[src/rtl/hfs_pkg.sv]
package hfs_pkg;
    localparam int STS_W  = 4;
    localparam int B_POOL = 0;
    localparam int B_UDR  = 1;
    localparam int B_ALLS = 2;
    localparam int B_OVF  = 3;

    typedef enum logic [1:0] {
        TX_IDLE,
        TX_SEND,
        TX_LOCKED
    } tx_state_t;

    typedef enum logic {
        RX_GAP,
        RX_FRAME
    } rx_state_t;
endpackage

[src/rtl/hfs_fifo.sv]
module hfs_fifo #(
    parameter  int W     = 8,
    parameter  int DEPTH = 64,
    localparam int AW    = (DEPTH > 1) ? $clog2(DEPTH) : 1,
    localparam int CW    = $clog2(DEPTH + 1)
) (
    input  logic          clk,
    input  logic          rst_n,
    input  logic          flush,
    input  logic          push,
    input  logic [W-1:0]  wdata,
    input  logic          pop,
    output logic [W-1:0]  rdata,
    output logic [CW-1:0] count,
    output logic          full,
    output logic          empty
);
    logic [W-1:0]  mem [DEPTH];
    logic [AW-1:0] wptr, rptr;
    logic          do_push, do_pop;

    function automatic logic [AW-1:0] nxt(input logic [AW-1:0] p);
        return (p == AW'(DEPTH - 1)) ? '0 : p + AW'(1);
    endfunction

    assign full    = (count == CW'(DEPTH));
    assign empty   = (count == '0);
    assign do_push = push && !full && !flush;
    assign do_pop  = pop && !empty && !flush;
    assign rdata   = mem[rptr];

    always_ff @(posedge clk) begin
        if (do_push) mem[wptr] <= wdata;
    end

    always_ff @(posedge clk or negedge rst_n) begin
        if (!rst_n) begin
            wptr  <= '0;
            rptr  <= '0;
            count <= '0;
        end else if (flush) begin
            wptr  <= '0;
            rptr  <= '0;
            count <= '0;
        end else begin
            if (do_push) wptr <= nxt(wptr);
            if (do_pop)  rptr <= nxt(rptr);
            count <= count + CW'(do_push) - CW'(do_pop);
        end
    end

    AST_FIFO_BOUNDS: assert property (@(posedge clk) disable iff (!rst_n)
        count <= CW'(DEPTH));
endmodule

[src/rtl/hfs_rx_track.sv]
module hfs_rx_track
    import hfs_pkg::*;
#(
    parameter  int POOL = 32,
    localparam int PW   = $clog2(POOL + 1)
) (
    input  logic clk,
    input  logic rst_n,
    input  logic byte_vld,
    input  logic byte_last,
    input  logic fifo_full,
    output logic store,
    output logic ev_pool,
    output logic ev_ovf,
    output logic fstat_vld,
    output logic fstat_ovf
);
    rx_state_t     st, st_n;
    logic [PW-1:0] cnt;
    logic          frm_ovf;
    logic          lost, hit, ends;

    // state register
    always_ff @(posedge clk or negedge rst_n) begin
        if (!rst_n) st <= RX_GAP;
        else        st <= st_n;
    end

    always_comb begin
        st_n = st;
        unique case (st)
            RX_GAP:   if (byte_vld && !byte_last) st_n = RX_FRAME;
            RX_FRAME: if (byte_vld && byte_last)  st_n = RX_GAP;
            default:  st_n = RX_GAP;
        endcase
    end

    // outputs
    always_comb begin
        ends    = byte_vld && byte_last;
        store   = byte_vld && !fifo_full;
        lost    = byte_vld && fifo_full;
        hit     = store && (cnt == PW'(POOL - 1));
        ev_pool = hit && !byte_last;
        ev_ovf  = lost;
    end

    always_ff @(posedge clk or negedge rst_n) begin
        if (!rst_n) begin
            cnt       <= '0;
            frm_ovf   <= 1'b0;
            fstat_vld <= 1'b0;
            fstat_ovf <= 1'b0;
        end else begin
            fstat_vld <= ends;
            if (ends) begin
                fstat_ovf <= frm_ovf | lost;
                frm_ovf   <= 1'b0;
                cnt       <= '0;
            end else begin
                if (lost) frm_ovf <= 1'b1;
                if (hit)        cnt <= '0;
                else if (store) cnt <= cnt + PW'(1);
            end
        end
    end

    AST_GAP_CLEAN: assert property (@(posedge clk) disable iff (!rst_n)
        (st == RX_GAP) |-> (cnt == '0 && !frm_ovf));
endmodule

[src/rtl/hfs_tx_ctrl.sv]
module hfs_tx_ctrl
    import hfs_pkg::*;
(
    input  logic clk,
    input  logic rst_n,
    input  logic req,
    input  logic done,
    input  logic hdlc_mode,
    input  logic msg_end,
    input  logic push,
    input  logic fifo_empty,
    input  logic fifo_one,
    input  logic sts_rd,
    output logic pop,
    output logic last,
    output logic abort,
    output logic flush,
    output logic push_ok,
    output logic locked,
    output logic ev_udr,
    output logic ev_alls
);
    tx_state_t st, st_n;
    logic      msg_pend;

    // state register
    always_ff @(posedge clk or negedge rst_n) begin
        if (!rst_n) st <= TX_IDLE;
        else        st <= st_n;
    end

    always_comb begin
        st_n = st;
        unique case (st)
            TX_IDLE: begin
                if (abort)            st_n = TX_LOCKED;
                else if (pop && !last) st_n = TX_SEND;
            end
            TX_SEND: begin
                if (abort)     st_n = TX_LOCKED;
                else if (last) st_n = TX_IDLE;
            end
            TX_LOCKED: if (sts_rd) st_n = TX_IDLE;
            default:   st_n = TX_IDLE;
        endcase
    end

    // outputs
    always_comb begin
        locked  = (st == TX_LOCKED);
        pop     = !locked && req && !fifo_empty;
        last    = pop && fifo_one && msg_pend;
        abort   = !locked && req && fifo_empty && !msg_pend;
        flush   = abort || locked;
        push_ok = push && !flush;
        ev_udr  = abort;
        ev_alls = done && hdlc_mode && fifo_empty && !locked;
    end

    always_ff @(posedge clk or negedge rst_n) begin
        if (!rst_n)                            msg_pend <= 1'b0;
        else if (abort || locked)              msg_pend <= 1'b0;
        else if (msg_end)                      msg_pend <= 1'b1;
        else if (last || (req && fifo_empty))  msg_pend <= 1'b0;
    end

    AST_UNDERRUN_LOCKS: assert property (@(posedge clk) disable iff (!rst_n)
        abort |=> (locked && fifo_empty));
    AST_LOCK_EMPTY: assert property (@(posedge clk) disable iff (!rst_n)
        (st == TX_LOCKED) |-> fifo_empty);
endmodule

[src/rtl/hdlc_fifo_stat.sv]
module hdlc_fifo_stat
    import hfs_pkg::*;
#(
    parameter  int DEPTH = 64,
    parameter  int POOL  = 32,
    localparam int LW    = $clog2(DEPTH + 1)
) (
    input  logic             clk,
    input  logic             rst_n,
    input  logic             hdlc_mode,
    input  logic             rx_byte_vld,
    input  logic             rx_byte_last,
    input  logic [7:0]       rx_byte,
    input  logic             rx_pop,
    output logic [7:0]       rx_data,
    output logic             rx_empty,
    output logic [LW-1:0]    rx_level,
    output logic             rx_fstat_vld,
    output logic             rx_fstat_ovf,
    input  logic             tx_push,
    input  logic [7:0]       tx_wdata,
    input  logic             tx_msg_end,
    output logic             tx_full,
    output logic             tx_empty,
    output logic [LW-1:0]    tx_level,
    input  logic             tx_req,
    input  logic             tx_done,
    output logic             tx_byte_vld,
    output logic [7:0]       tx_byte,
    output logic             tx_last,
    output logic             tx_abort,
    output logic             tx_locked,
    input  logic             sts_rd,
    output logic [STS_W-1:0] sts_q,
    input  logic             mask_wr,
    input  logic [STS_W-1:0] mask_wdata,
    output logic             irq
);
    logic             rx_full, rx_store;
    logic             ev_pool, ev_ovf, ev_udr, ev_alls;
    logic             tx_flush, tx_push_ok;
    logic [STS_W-1:0] sts, mask, ev;

    hfs_fifo #(.W(8), .DEPTH(DEPTH)) u_rx_fifo (
        .clk(clk), .rst_n(rst_n), .flush(1'b0),
        .push(rx_store), .wdata(rx_byte), .pop(rx_pop),
        .rdata(rx_data), .count(rx_level), .full(rx_full), .empty(rx_empty)
    );

    hfs_rx_track #(.POOL(POOL)) u_rx_track (
        .clk(clk), .rst_n(rst_n),
        .byte_vld(rx_byte_vld), .byte_last(rx_byte_last), .fifo_full(rx_full),
        .store(rx_store), .ev_pool(ev_pool), .ev_ovf(ev_ovf),
        .fstat_vld(rx_fstat_vld), .fstat_ovf(rx_fstat_ovf)
    );

    hfs_fifo #(.W(8), .DEPTH(DEPTH)) u_tx_fifo (
        .clk(clk), .rst_n(rst_n), .flush(tx_flush),
        .push(tx_push_ok), .wdata(tx_wdata), .pop(tx_byte_vld),
        .rdata(tx_byte), .count(tx_level), .full(tx_full), .empty(tx_empty)
    );

    hfs_tx_ctrl u_tx_ctrl (
        .clk(clk), .rst_n(rst_n),
        .req(tx_req), .done(tx_done), .hdlc_mode(hdlc_mode),
        .msg_end(tx_msg_end), .push(tx_push),
        .fifo_empty(tx_empty), .fifo_one(tx_level == LW'(1)),
        .sts_rd(sts_rd),
        .pop(tx_byte_vld), .last(tx_last), .abort(tx_abort),
        .flush(tx_flush), .push_ok(tx_push_ok), .locked(tx_locked),
        .ev_udr(ev_udr), .ev_alls(ev_alls)
    );

    always_comb begin
        ev         = '0;
        ev[B_POOL] = ev_pool;
        ev[B_UDR]  = ev_udr;
        ev[B_ALLS] = ev_alls;
        ev[B_OVF]  = ev_ovf;
    end

    always_ff @(posedge clk or negedge rst_n) begin
        if (!rst_n) begin
            sts  <= '0;
            mask <= '0;
        end else begin
            sts <= (sts & ~{STS_W{sts_rd}}) | ev;
            if (mask_wr) mask <= mask_wdata;
        end
    end

    assign sts_q = sts;
    assign irq   = |(sts & ~mask);

    AST_OVF_FLAGGED: assert property (@(posedge clk) disable iff (!rst_n)
        (rx_byte_vld && rx_full) |=> sts[B_OVF]);
    AST_READ_CLEARS: assert property (@(posedge clk) disable iff (!rst_n)
        (sts_rd && !rx_byte_vld && !tx_req && !tx_done) |=> (sts == '0));
endmodule

[config.mk]
export PLATFORM = sky130hd
export DESIGN_NAME = hdlc_fifo_stat
export DESIGN_NICKNAME = d
export VERILOG_FILES = /design/src/rtl/hfs_pkg.sv /design/src/rtl/hfs_fifo.sv /design/src/rtl/hfs_rx_track.sv /design/src/rtl/hfs_tx_ctrl.sv /design/src/rtl/hdlc_fifo_stat.sv
export SDC_FILE = /design/constraint.sdc
export NUM_CORES = 1
export LEC_CHECK = 0
export BUFFER_PORTS_ARGS = -buffer_cell sky130_fd_sc_hd__buf_4
export CAP_MARGIN = 20
export CORE_MARGIN = 1.5
export CORE_UTILIZATION = 54
export DETAILED_ROUTE_END_ITERATION = 16
export PLACE_DENSITY = 0.72
export SLEW_MARGIN = 20
export SYNTH_ARGS = -nofsm -noshare
export SYNTH_HDL_FRONTEND = slang
export SYNTH_SLANG_ARGS = --single-unit
[constraint.sdc]
create_clock -name clk -period 5.2 [get_ports clk]
set_clock_uncertainty 0.15 [all_clocks]
set_input_delay 1.04 -clock clk [delete_from_list [all_inputs] [get_ports clk]]
set_output_delay 1.04 -clock clk [all_outputs]
set_load 0.01 [all_outputs]
==> After elaboration in Yosys (flattened, before gate mapping) <==
Memories as Yosys holds them, arrays and structs flattened.
Index checks and enable logic that the tools add are counted.
{ "classes": {"bitwise": 6, "n_eq_ne": 13, "n_reduce_logical": 44, "n_addsub": 9, "muxes": 27} }
{ "ops": {"columns": ["op", "n"], "rows": [
  ["$mux W6", 11],
  ["$add A6 B1 Y6 const B", 5],
  ["$eq A6 B6 Y1 const B", 4],
  ["$logic_and A1 B1 Y1", 23],
  ["$add A7 B1 Y7", 2],
  ["$eq A7 B7 Y1 const B", 2],
  ["$logic_not A7 Y1", 2],
  ["$sub A7 B1 Y7", 2],
  ["$mux W2", 5],
  ["$logic_not A1 Y1", 9],
  ["$mux W1", 9],
  ["$and A4 B4 Y4", 2],
  ["$not A4 Y4", 2],
  ["$eq A7 B1 Y1 const B", 1],
  ["$mux W7", 1],
  ["$eq A6 B5 Y1 const B", 1],
  ["$ne A3 B2 Y1 const B", 2],
  ["$pmux W2 S3", 1],
  ["$reduce_bool A2 Y1", 3],
  ["$reduce_bool A3 Y1", 2],
  ["$or A4 B4 Y4", 1],
  ["$reduce_or A4 Y1", 1],
  ["$reduce_and A3 Y1", 1],
  ["$eq A2 B1 Y1 const B", 1],
  ["other kinds (5)", 6]
]} }
{ "word_totals": {"reg_bits": 58, "mem_count": 2, "input_bits": 32, "output_inout_bits": 44, "wordCells": 115, "mem_bits_rw": 1024} }
{ "memory_table": {"columns": ["memory", "depth", "width", "read_ports", "rd_ports_with_merged_regs", "wr", "line_no", "source"], "rows": [
  ["u_rx_fifo.mem", 64, 8, 1, 0, 1, "hfs_fifo.sv:18", "logic [W-1:0] mem [DEPTH];"],
  ["u_tx_fifo.mem", 64, 8, 1, 0, 1, "hfs_fifo.sv:18", null]
]} }

==> Logic depth before layout (Yosys ltp) <==
Gate-level depths: netlist (run 1).
{ "logic_depth": {"word_depth": 13, "ltp_mapped": 17, "depth_no_buf": 16} }

==> Modules after synthesis <==
From an unflattened synthesis (run 1), not the netlist that was laid out.
{ "hier_totals": {"hier_cells": 2152, "area_unflattened_um2": 43304.0} }
{ "by_module_without_submodules": {"columns": ["mod", "seq_area_each_um2", "cells_each", "area_each_um2", "instances"], "rows": [
  ["hfs_fifo (u_tx_fifo)", 15850.2, 1029, 21160.3, 1],
  ["hfs_fifo (u_rx_fifo)", 15850.2, 1027, 21156.5, 1],
  ["hfs_rx_track", 225.2, 46, 446.7, 1],
  ["hdlc_fifo_stat", 200.2, 26, 330.3, 1],
  ["hfs_tx_ctrl", 75.1, 24, 210.2, 1]
]} }

==> Least setup slack after synthesis (run 1) <==
No wires, ideal clock.
{ "synth_path": {"kind": "register -> register", "startpoint": "register u_tx_fifo.count[5]", "endpoint": "register u_tx_fifo.count[6]", "arrival_ns": 3.367, "period_less_slack_ns": 3.595, "setup_slack_ns": 1.605, "stages_incl_launch_ff": 18, "t_required_ns": 4.972, "path_buffers": 1, "setup_time_ns": 0.078, "cell_sequence": "dfrtp_1 > inv_1 > ha_1 > nand3b_1 > or3_1 > nand3_1 > clkbuf_1 > inv_1 > ha_1 > inv_1 > ha_1 > fa_1 > a21oi_1 > o21bai_1 > a21oi_1 > nor2_1 > or3_1 > a21oi_1"} }
{ "synth_between": {"elab_chain_cells": 11, "word_cells_on_any_way": 17, "cone_classes": "2 x add/sub; 1 x eq/ne; 1 x mux; 13 x reduce/logical"} }
{ "synth_lines": {"columns": ["element", "line_no", "source"], "rows": [
  ["start, declared", "hfs_fifo.sv:14", "output logic [CW-1:0] count,"],
  ["start signal, assigned", "hfs_fifo.sv:48", "count <= count + CW'(do_push) - CW'(do_pop);"],
  ["$logic_not A7 Y1", "hfs_fifo.sv:27", "assign empty = (count == '0);"],
  ["$logic_and A1 B1 Y1 (2 in a row)", "hfs_tx_ctrl.sv:53", "abort = !locked && req && fifo_empty && !msg_pend;"],
  ["$logic_or A1 B1 Y1", "hfs_tx_ctrl.sv:54", "flush = abort || locked;"],
  ["$logic_not A1 Y1", "hfs_fifo.sv:28, hfs_fifo.sv:29, hfs_tx_ctrl.sv:55", null],
  ["$logic_and A1 B1 Y1", "hfs_tx_ctrl.sv:55", "push_ok = push && !flush;"],
  ["$logic_and A1 B1 Y1 (2 in a row)", "hfs_fifo.sv:28", "assign do_push = push && !full && !flush;"],
  ["$add A7 B1 Y7", "hfs_fifo.sv:48", null],
  ["$sub A7 B1 Y7", "hfs_fifo.sv:48", null],
  ["$mux W7 (*)", "hfs_fifo.sv:41", "end else if (flush) begin"]
]} }
Mark *: on every way between the ends. The rest lies on a longest branch, timed or not.
A chain may end at the register's enable or synchronous reset.

==> Worst setup path in the final report (run 1) <==
{ "layout_path": {"startpoint": "register u_tx_fifo.rptr[0]", "endpoint": "output tx_byte[3]"} }
{ "layout_between": {"elab_chain_cells": 1} }
{ "layout_lines": {"columns": ["element", "line_no", "source"], "rows": [
  ["start, declared", "hfs_fifo.sv:19", "logic [AW-1:0] wptr, rptr;"],
  ["start signal, assigned", "hfs_fifo.sv:47", "if (do_pop) rptr <= nxt(rptr);"],
  ["$mem_v2 Z64 W8", null, null],
  ["end, declared", "hdlc_fifo_stat.sv:29", "output logic [7:0] tx_byte,"]
]} }
Every way passes these cells.

==> results of run 1 <==
-- cells by family (layout without fill, tap and decap cells) --
logic type,count (synthesis),after routing
compound gates,199,199
mux,345,345
simple gates,342,342
xor+xnor,20,20
buf+inv,162,333
fa+ha+maj,25,25
flops,1082,1082
-- synthesized netlist by cell type (10+ instances only) --
cell type	count
a21oi_1	52
mux2_2	13
buf_4	17
o21ai_0	28
ha_1	23
buf_1	17
and2_1	11
mux4_1	27
xnor2_1	12
inv_1	38
buf_6	11
nor2_1	173
mux2i_1	78
dfrtp_1	58
nand3b_1	12
edfxtp_1	1024
nand2b_1	10
mux4_2	227
nand2_1	64
nor2b_1	10
buf_2	23
clkbuf_1	49
nand3_1	28
a22oi_1	79
-- through the flow --
| step | total power, W | worst slack (ps) | hold slack [ps] | cells |
|---|---|---|---|---|
| finish | 0.0246 | 310 | 311 | 3396 |
| global route | 0.0256 | 80.4 | 355 | 3396 |
| CTS | 0.0247 | 203 | 307 | 3396 |
| detailed placement | 0.0175 | 920 | 309 | 3207 |
| global placement | 0.0173 | 917 | 314 | 3207 |
| floorplan | 0.0153 | 1600 | 284 | 2175 |
-- area by class of cell --
cell class                      count  area (µm²)  area share, %
Clock inverter                     68         646           1.34
Sequential cell                  1082       32200           67.1
Multi-Input combinational cell    931       10100           21.1
Clock buffer                      121        2670           5.55
Inverter                           39         146          0.305
Tap cell                         1050        1310           2.74
Timing Repair Buffer              105         901           1.88
-- final timing paths --
kind	endpoint	slack, ps
worst max-delay path	tx_byte[3]	310
worst min-delay path	u_rx_fifo.count[0]	310
worst max register to register	u_tx_fifo.count[6]	1140
worst min register to register	u_tx_ctrl.st[0]	330
max in group asynchronous	u_tx_fifo.rptr[1]	3950
min in group clk	u_tx_ctrl.st[0]	330
-- flip-flops by register name, summed over array words and instances, names as in the netlist --
| signal | cells |
|---|---|
| u_tx_fifo.mem | 512 |
| u_rx_fifo.count | 7 |
| u_tx_ctrl.st | 2 |
| u_rx_track.frm_ovf | 1 |
| u_tx_fifo.rptr | 6 |
| mask | 4 |
| sts_q | 4 |
| u_tx_fifo.wptr | 6 |
| u_tx_ctrl.msg_pend | 1 |
| u_rx_fifo.mem | 512 |
| u_tx_fifo.count | 7 |
| u_rx_track.fstat_vld | 1 |
| u_rx_track.fstat_ovf | 1 |
| u_rx_track.cnt | 6 |
| u_rx_fifo.rptr | 6 |
| u_rx_fifo.wptr | 6 |
-- metal layers --
metal | vias to the layer above | track usage [%] | routed length, µm | part of all wire [%]
met2 | 1046 | 34.6 | 43100 | 47
met1 | 11200 | 33.8 | 38100 | 42
met4 | 0 | 5.79 | 1840 | 2.0
met5 | - | 0 | 0 | 0
li1 | 9024 | - | - | -
met3 | 140 | 4.81 | 8160 | 8.9
-- worst max-delay path: cells and delay by family, from the launching register on --
family / cells / cell delay, ps
simple gates: 2 / 190
mux: 2 / 1090
flops: 1 / 890
buf+inv: 3 / 820
-- cell usage in the layout, fill, tap and decap left out, types with 26 or more instances in the layout --
master and n:
a21oi_1 52, a22oi_1 79, buf_4 96, clkbuf_16 104
clkinv_2 26, dfrtp_1 53, edfxtp_1 1024, inv_1 38
mux2i_1 78, mux4_1 27, mux4_2 227, nand2_1 64
nand3_1 28, nor2_1 173, o21ai_0 27
-- power breakdown --
part / internal, W / switching [W] / total [W]
registers: 0.00996 / 0.000674 / 0.0106
clock network: 0.00405 / 0.00322 / 0.00727
logic: 0.00309 / 0.00364 / 0.00673
total: 0.0171 / 0.00753 / 0.0246
==> results.toml, run 1 <==
[status]
status = "finished, final reports clean"

[worst_setup_path]
max_stage_delay_ps = 890
end_kind = "output pin"
setup.worst_path.class = "register to output pin"
critPathRequiredTime_ps = 4010
crit_arrival_ps = 3700
r2r_cells = 16
cp-startpoint = "u_tx_fifo.rptr[0]"
cp_max_fo = 36
worstPathCellList = "buf_12 -> buf_4 -> mux4_2 -> mux4_2 -> nand2_1 -> nand3_1 -> buf_4"
crit_path_top_delay_cell = "dfrtp_4"
worstSetupStartpointType = "register"
r2r-start = "u_tx_fifo.count[4]"

[grt]
track_usage_pct = 22.7
grt_max_degree = 65
grt_pass1_wl_mm = 137
grt_pass1_vias = 21500
overflow = 0
antenna_found_initial = 0

[synthesis]
synth_top_family_by_area = "multiplexers"
synth_area_um2 = 43200
syn_avg_cell_area_um2 = 19.8
yosys_register_bits = 1082
synth_compound_area_share_pct = 3.04
syn_inst = 2175
synth_mux_area_share_pct = 15.6
synth-simple-area-share_pct = 3.59
yosys.area.top_type_share_pct = 71.2
syn_nets = 2232
synth_cell_types = 52
async_reset_ff_share_pct = 5.36
yosysTopAreaCell = "edfxtp_1"
synthAdderAreaFrac_pct = 0.759
synthTopCellsByArea = "edfxtp_1 71%, mux4_2 12%, dfrtp_1 3.4%, mux2i_1 1.8%, mux4_1 1.6%"
ys.flop_type = "edfxtp_1"
seq_area_frac_synth_pct = 74.6
ys_warn_count = 0
synth-xor-area-share_pct = 0.406
synth_edf_count = 1024

[routing]
post_drt_wl_per_cell_um = 26.8
antenna_left = 0
route.vias.total = 21400
routed_wl_mm = 91.2
drc = 0
vias_per_cell = 6.29
drtIter0Drc = 2626
firstDrtPassIters = 5

[clocking]
clk_latency_ps = 700
ctsHtreeMaxLevel = 3
cts_tree = "built"
numCtsBuffers = 104
cts_max_path_buffers = 3
clock-root-buffer = "clkbuf_16"
post-cts-setup-buffer-count = 0
cts_repair_resize_count = 0
holdBufCountCts = 0
clkSinkCount = 1082
clkTransAtPathRegs_ps = 60

[placed_design]
dpl.hpwl_mm = 54.2
place.gp.congestion = 0.831
placed_cell_area_um2 = 44700
numPortBuffers = 75

[timing]
maxSlewViolCount = 0
slew_headroom_pct = 32.0
period_share_pct = 94.0
worstMarginPinSlew_ps = 1020
rsz0062_at_grt = "false"
fin_setup_tns_ps = 0
final-hold-violation-count = 0
fmax_mhz = 205
setup-violations-final = 0
fin_crit_ps = 4890

[cells_and_area]
finalInstanceArea_um2 = 48000
layout.nets = 2320
utilization_pct = 60.8
antenna_cells = 0
drive_gt1_share_pct = 21.7
area_growth_pct = 11.2
fillers = 5384

[floorplan]
ios = 76
num_rows = 103
die-area_um2 = 81600
core_um2 = 79000
dieHeight_um = 286
die_x_um = 286
start_util_pct = 54.6

[power]
power_density_nw_per_um2 = 513
leakage_nw = 15.6
ir_drop_mv = 0.354

[flow_run]
cap_violations = 0

[hold_path]
hp-class = "primary input to asynchronous set/reset pin"
Note: power is estimated with default switching activity, not from simulation.
==> inputs of run 2 (changes only) <==
==> constraint.sdc (replaced) <==
create_clock -name clk -period 5.8 [get_ports clk]
set_clock_uncertainty 0.15 [all_clocks]
set_input_delay 1.16 -clock clk [delete_from_list [all_inputs] [get_ports clk]]
set_output_delay 1.16 -clock clk [all_outputs]
set_load 0.01 [all_outputs]
==> results.toml, run 2 (synthesis results as in run 1) <==
[timing]
final-hold-violation-count = 0
worstMarginPinSlew_ps = 1040
fin_crit_ps = 5100
setup_ws_ps = 702
fin_setup_tns_ps = 0
slew_headroom_pct = 30.7
period_share_pct = 87.9
setup-violations-final = 0
fmax_mhz = 196
maxSlewViolCount = 0
rsz0062_at_grt = "false"

[power]
power_density_nw_per_um2 = 462
leakage_nw = 15.6
ir_drop_mv = 0.344

[hold_path]
hp-class = "register to register"

[placed_design]
place.gp.congestion = 0.862
dp_worst_setup_slack_ps = 1410
numPortBuffers = 75
place_inst = 3198
dpl.hpwl_mm = 53.5

[worst_setup_path]
cp_max_fo = 63
crit_path_top_delay_cell = "dfrtp_4"
setup.worst_path.class = "register to output pin"
max_stage_delay_ps = 770
end_kind = "output pin"
cp_num_buf_inv = 2
worstSetupStartpointType = "register"
crit_arrival_ps = 3790
crit_family = "multiplexers"
worstPathCellList = "buf_12 -> mux4_1 -> mux4_2 -> a22oi_1 -> nand3_1 -> buf_4"
critPathRequiredTime_ps = 4490
r2r_setup_slack_ps = 1720

[grt]
track_usage_pct = 22.5
grt_max_degree = 65
grt_pass1_vias = 21700
antenna_found_initial = 3
overflow = 0
grt_pass1_wl_mm = 137

[cells_and_area]
final_common_cell = "edfxtp_1"
area_growth_pct = 11.3
utilization_pct = 60.8
instances_no_fill = 3393
drive_gt1_share_pct = 21.7
fillers = 5369
layout_common_cells = "1024 x edfxtp_1, 227 x mux4_2, 171 x nor2_1"
reg_top3 = "u_rx_fifo.mem x512, u_tx_fifo.mem x512"
layout.nets = 2311

[routing]
vias_per_cell = 6.30
antenna_left = 0
drc = 0
routed_wl_mm = 90.7
drtIter0Drc = 2352
post_drt_wl_per_cell_um = 26.7
firstDrtPassIters = 6
route.vias.total = 21400

[floorplan]
ios = 76
start_util_pct = 54.6
die_x_um = 286
dieHeight_um = 286
core_um2 = 79000
num_rows = 103
die-area_um2 = 81600

[clocking]
ctsHtreeMaxLevel = 3
clkTransAtPathRegs_ps = 60
numCtsBuffers = 104
cts_max_path_buffers = 3
cts_tree = "built"
holdBufCountCts = 0
cts_repair_resize_count = 0
clk_latency_ps = 690
clock-root-buffer = "clkbuf_16"
clkSinkCount = 1082
post-cts-setup-buffer-count = 0

[flow_run]
cap_violations = 0

[status]
status = "finished, final reports clean"
[run 2: changes by cell type in the layout (fill, tap and decap cells not counted), sizes merged]
cell,before,now
diode,0,1
clkbuf,121,120
bufinv,7,10
buf,105,96
clkinvlp,3,7
clkinv,56,55
[run 2: where the power goes]
part	leakage [nW]	internal, W	switching, W	total [W]
Combinational	4.01	0.00273	0.00322	0.00595
Clock	1.66	0.00379	0.00293	0.00672
Sequential	9.92	0.00893	0.000614	0.00954
[run 2: final timing paths]
path,startpoint,end,cells past startpoint
hold reg to reg,u_tx_ctrl.st[1],u_tx_ctrl.st[0],1
hold / removal,u_tx_ctrl.st[1],u_tx_ctrl.st[0],1
setup / recovery,u_tx_fifo.rptr[0],tx_byte[7],6
min in group asynchronous,rst_n,u_rx_fifo.count[2],1
setup reg to reg,u_tx_fifo.count[4],u_tx_fifo.count[6],16
max in group asynchronous,rst_n,u_rx_fifo.rptr[1],1
[run 2: worst reg2reg max path: cells and delay by family (launching register included)]
family	cells	cell delay (ps)
and+or+nand+nor	5	1380
buffers and inverters	3	360
adders and majority gates	4	1130
DFF	1	420
AOI/OAI and AO/OA	4	570
[run 2: cell type report]
type / count / area, µm² / share of cell area, %
diodes: 1 / 2.50 / 0.00521
clock buffers: 120 / 2670 / 5.56
clock inverters: 74 / 776 / 1.61
inverters: 39 / 146 / 0.305
multi-input cells: 931 / 10100 / 21.1
flip-flops and latches: 1082 / 32200 / 67.1
well taps: 1050 / 1310 / 2.73
repair buffers: 96 / 796 / 1.66
[run 2: stage by stage]
stage / hold WS (ps) / power, W / area [µm²]
after CTS: 330 / 0.0223 / 48000
after global placement: 315 / 0.0155 / 44600
after global routing: 345 / 0.0230 / 48000
after floorplan: 284 / 0.0137 / 43200
after detailed placement: 322 / 0.0156 / 44600
final: 339 / 0.0222 / 48000
[run 2: per-layer routing]
layer	routed length, µm	up-vias	GRT usage (%)	share of wire [%]
met1	37200	11200	32.6	41
met2	44100	970	35.7	49
li1	-	9016	-	-
met4	2280	6	6.31	2.5
met3	7090	173	3.88	7.8
met5	32	-	0	0.035
